[src/rtl/lane_parity_pkg.sv]
package lane_parity_pkg;
    localparam int unsigned LANES  = 8;
    localparam int unsigned LANE_W = 8;

    typedef struct packed {
        logic             perr_n;
        logic [LANES-1:0] lane_err;
    } chk_state_t;
endpackage

[src/rtl/lane_parity_eval.sv]
module lane_parity_eval #(
    parameter int unsigned LANES  = 8,
    parameter int unsigned LANE_W = 8,
    localparam int unsigned DW    = LANES * LANE_W
) (
    input  logic [DW-1:0]    data,
    input  logic [LANES-1:0] par,
    input  logic [LANES-1:0] sel_n,
    output logic [LANES-1:0] bad
);
    for (genvar g = 0; g < LANES; g++) begin : g_lane
        logic odd;
        assign odd    = ^{data[g*LANE_W +: LANE_W], par[g]};
        assign bad[g] = odd & ~sel_n[g];
    end
endmodule

[src/rtl/write_parity_gen.sv]
module write_parity_gen #(
    parameter int unsigned LANES  = 8,
    parameter int unsigned LANE_W = 8,
    localparam int unsigned DW    = LANES * LANE_W
) (
    input  logic [DW-1:0]    data,
    output logic [LANES-1:0] par
);
    for (genvar g = 0; g < LANES; g++) begin : g_lane
        assign par[g] = ^data[g*LANE_W +: LANE_W];
    end
endmodule

[src/rtl/lane_parity_guard.sv]
module lane_parity_guard
    import lane_parity_pkg::*;
(
    input  logic                    clk,
    input  logic                    rst_n,
    input  logic                    rd_valid,
    input  logic [LANES*LANE_W-1:0] rd_data,
    input  logic [LANES-1:0]        rd_par,
    input  logic [LANES-1:0]        be_n,
    input  logic                    chk_en_n,
    input  logic [LANES*LANE_W-1:0] wr_data,
    output logic [LANES-1:0]        wr_par,
    output logic                    perr_n,
    output logic [LANES-1:0]        lane_err
);
    logic [LANES-1:0] bad_lanes;
    chk_state_t       st_d, st_q;

    lane_parity_eval #(.LANES(LANES), .LANE_W(LANE_W)) u_eval (
        .data  (rd_data),
        .par   (rd_par),
        .sel_n (be_n),
        .bad   (bad_lanes)
    );

    write_parity_gen #(.LANES(LANES), .LANE_W(LANE_W)) u_wgen (
        .data (wr_data),
        .par  (wr_par)
    );

    always_comb begin
        st_d.perr_n   = 1'b1;
        st_d.lane_err = '0;
        if (rd_valid) begin
            st_d.lane_err = bad_lanes;
            st_d.perr_n   = ~((|bad_lanes) & ~chk_en_n);
        end
    end

    always_ff @(posedge clk) begin
        if (!rst_n) begin
            st_q.perr_n   <= 1'b1;
            st_q.lane_err <= '0;
        end else begin
            st_q <= st_d;
        end
    end

    assign perr_n   = st_q.perr_n;
    assign lane_err = st_q.lane_err;
endmodule

[config.mk]
export PLATFORM = sky130hd
export DESIGN_NAME = lane_parity_guard
export DESIGN_NICKNAME = d
export VERILOG_FILES = /design/src/rtl/lane_parity_pkg.sv /design/src/rtl/lane_parity_eval.sv /design/src/rtl/write_parity_gen.sv /design/src/rtl/lane_parity_guard.sv
export SDC_FILE = /design/constraint.sdc
export NUM_CORES = 1
export LEC_CHECK = 0
export CAP_MARGIN = 5
export CORE_UTILIZATION = 35
export DETAILED_ROUTE_END_ITERATION = 10
export DONT_BUFFER_PORTS = 1
export SLEW_MARGIN = 15
export SYNTH_ARGS = -nofsm -noshare
export SYNTH_HDL_FRONTEND = slang
export SYNTH_HIERARCHICAL = 1
export SYNTH_SLANG_ARGS = --single-unit
[constraint.sdc]
create_clock -name clk -period 1.6 [get_ports clk]
set_input_delay 0 -clock clk [delete_from_list [all_inputs] [get_ports clk]]
set_output_delay 0 -clock clk [all_outputs]
set_load 0.01 [all_outputs]
==> results.toml <==
[detailed_routing]
firstDrtPassIters = 4
avgRoutedWirePerCell_um = 14.9
vias = 996
ant_nets = 0
drcViolationCount = 0
drt-total-wl_um = 2970
initialDrtViolationCount = 24
drt-vias-per-instance = 5.01

[final_layout]
diodes = 0
syn2layout_area_growth_pct = 9.65
fillers = 394
fin_util_pct = 41.1
nets = 298
instances_no_fill = 199
drive_gt1_share_pct = 9.40

[synth]
syn_inst = 141
muxShareOfSynthArea_pct = 7.85
synth_area_sq_mm = 0.00153
avgSynthCellArea_sq_um = 10.9
synthSimpleGateAreaFrac_pct = 10.5
synth_compound_area_share_pct = 0.572
ys_ff_latch = 9
synth_fa_ha_area_share_pct = 0
synth_xor_area_share_pct = 69.3
ys_warn_count = 6
ys_types = 12
ys_seq_area_share_pct = 11.8
synth_top_family_by_area = "XOR/XNOR gates"
synth.net_count = 289

[timing]
relSlewSlack_pct = 76.5
rsz0062_at_grt = "no"
setup_ws_ns = 0.144
period_share_pct = 91.0
worstMarginPinSlew_ns = 0.349
setup_viol = 0
fmax_ghz = 0.687
hold_viol = 0
fin_tns_setup_ns = 0
slew_violations = 0
period_needed_ns = 1.46

[global_route]
antenna_found_initial = 0
grt_pass1_wl_um = 3620
grt.total_usage_pct = 11.0
grt_max_degree = 10
overflow = 0
grt_pass1_vias = 870

[place]
io_buffers = 0
routabilityCongestion = 0.742
dp_slack_ns = 0.201
hpwlAfterDp_um = 2750
placed_cells = 191

[floorplan]
start_util_pct = 37.4
fp.dieArea_sq_mm = 0.00464
num_rows = 23
pin_count = 165
die_y_um = 68.1
core_area_sq_mm = 0.00409
fp.dieW_um = 68.1

[pwr]
switchingPower_w = 0.000381
clkPwrFrac_pct = 20.8
swShare_pct = 30.5
power_w = 0.00125
power.share.combinational_pct = 58.8
ir_drop_mv = 0.204
p_per_area_mw_per_mm2 = 746
seqPwrFrac_pct = 20.4
p_int_w = 0.000870
p_leak_nw = 0.719

[worst_setup_path]
path_buf_inv = 1
worstPathRequired_ns = 1.72
cp-end-kind = "flop"
crit_fanout = 2
cp_slowest_cell = "dlygate4sd3_1"
worst_setup_path_start_kind = "primary input"
worst_ep_arrival_time_ns = 1.58
cp_top_family = "XOR/XNOR gates"
path_class = "in2reg"
path_cells = "xor2_1 > xnor3_1 > mux2_4 > and3_1 > dlygate4sd3_1"
slowest_delay_ns = 0.54

[cts]
cts_made_buffers = 3
cts.clk_slew.worst_paths_ns = 0.04
ctsResizeCount = 0
cts.sinks = 9
cts_tree = "built"
clk_path_buf_depth = 2
root_buffer = "clkbuf_8"
cts_max_level = 1

[min_path]
whs_path_depth = 3
min_to = "lane_err[0]"
hold_path.startpoint = "be_n[0]"
hp-class = "in2reg"

[status]
status = "finished clean"

[flow_run]
max_cap_viol_count = 0
==> placed cells by master (no fill, tap or decap) <==
master          n
dlygate4sd3_1   4
clkbuf_8        3
mux2_4          8
nand2_1         1
and3_1          7
nor2_1          8
and3_2          1
nor2b_1         8
xnor2_1        64
xor2_1         16
nor4_2          2
dfxtp_1         9
xnor3_1        16
a211o_1         1
clkbuf_1        1
==> sequential cells by signal (all words and copies together), names as in the netlist <==
signal and flops:
lane_err 8, perr_n 1
==> tightest hold or removal path: stages <==
cell	delay [ns]
nor2_1	0.08
mux2_4	0.16
and3_1	0.13
==> per-stage QoR <==
stage                     hold WS, ns  cell area (sq um)
final                           0.175               1680
after global routing            0.188               1680
after CTS                       0.168               1680
after detailed placement        0.114               1590
after global placement          0.103               1590
after floorplan                0.0986               1530
==> power by group through the flow <==
stage	logic (W)	registers, W	clock network (W)
6_report	0.000735	0.000256	0.000260
5_1_grt	0.000794	0.000257	0.000278
4_1_cts	0.000745	0.000256	0.000268
3_5_place_dp	0.000731	0.000260	0
3_3_place_gp	0.000707	0.000259	0
2_1_floorplan	0.000661	0.000257	0
==> layer usage <==
layer / GRT usage (%) / part of all wire, % / vias up
met5: 0 / 0 / -
met1: 8.88 / 26 / 431
met4: 5.47 / 0.84 / 0
met2: 23.7 / 62 / 85
li1: - / - / 476
met3: 2.33 / 12 / 4
==> cell usage after synthesis <==
| cell | instances | area, sq um |
|---|---|---|
| xnor2_1 | 64 | 561 |
| xnor3_1 | 16 | 360 |
| xor2_1 | 16 | 140 |
| dfxtp_1 | 9 | 180 |
| mux2_4 | 8 | 120 |
| nor2_1 | 8 | 30.0 |
| nor2b_1 | 8 | 50.1 |
| and3_1 | 7 | 43.8 |
| nor4_2 | 2 | 25.0 |
| a211o_1 | 1 | 8.76 |
| and3_2 | 1 | 7.51 |
| nand2_1 | 1 | 3.75 |
==> cell type report <==
| class | instances | area, sq um | share of cell area (%) |
|---|---|---|---|
| well taps | 50 | 62.6 | 3.73 |
| clock buffers | 4 | 45.0 | 2.68 |
| repair buffers | 4 | 40.0 | 2.39 |
| flip-flops and latches | 9 | 180 | 10.7 |
| multi-input cells | 132 | 1350 | 80.5 |
==> worst max-delay path by stage <==
stage | startpoint | slack (ns) | end | cells after the start
after CTS | rd_data[20] | 0.14 | lane_err[2] | 5
final | rd_data[20] | 0.14 | lane_err[2] | 5
after floorplan | rd_data[12] | 0.31 | perr_n | 5
after global placement | rd_data[12] | 0.26 | perr_n | 5
after detailed placement | rd_data[5] | 0.20 | perr_n | 5
after global routing | rd_data[17] | 0.02 | lane_err[2] | 5
==> cell families after synthesis <==
kind of cell / Yosys count
AOI/OAI and AO/OA: 1
xor gates and xnor gates: 96
DFF: 9
muxes: 8
and+or+nand+nor: 27
==> repair_timing <==
action                                 4_1_cts  5_1_grt
hold buffers                                 4        0
endpoints found under the hold margin        9        0
setup buffers                                0        0
Power figures use the tool's default switching activity.
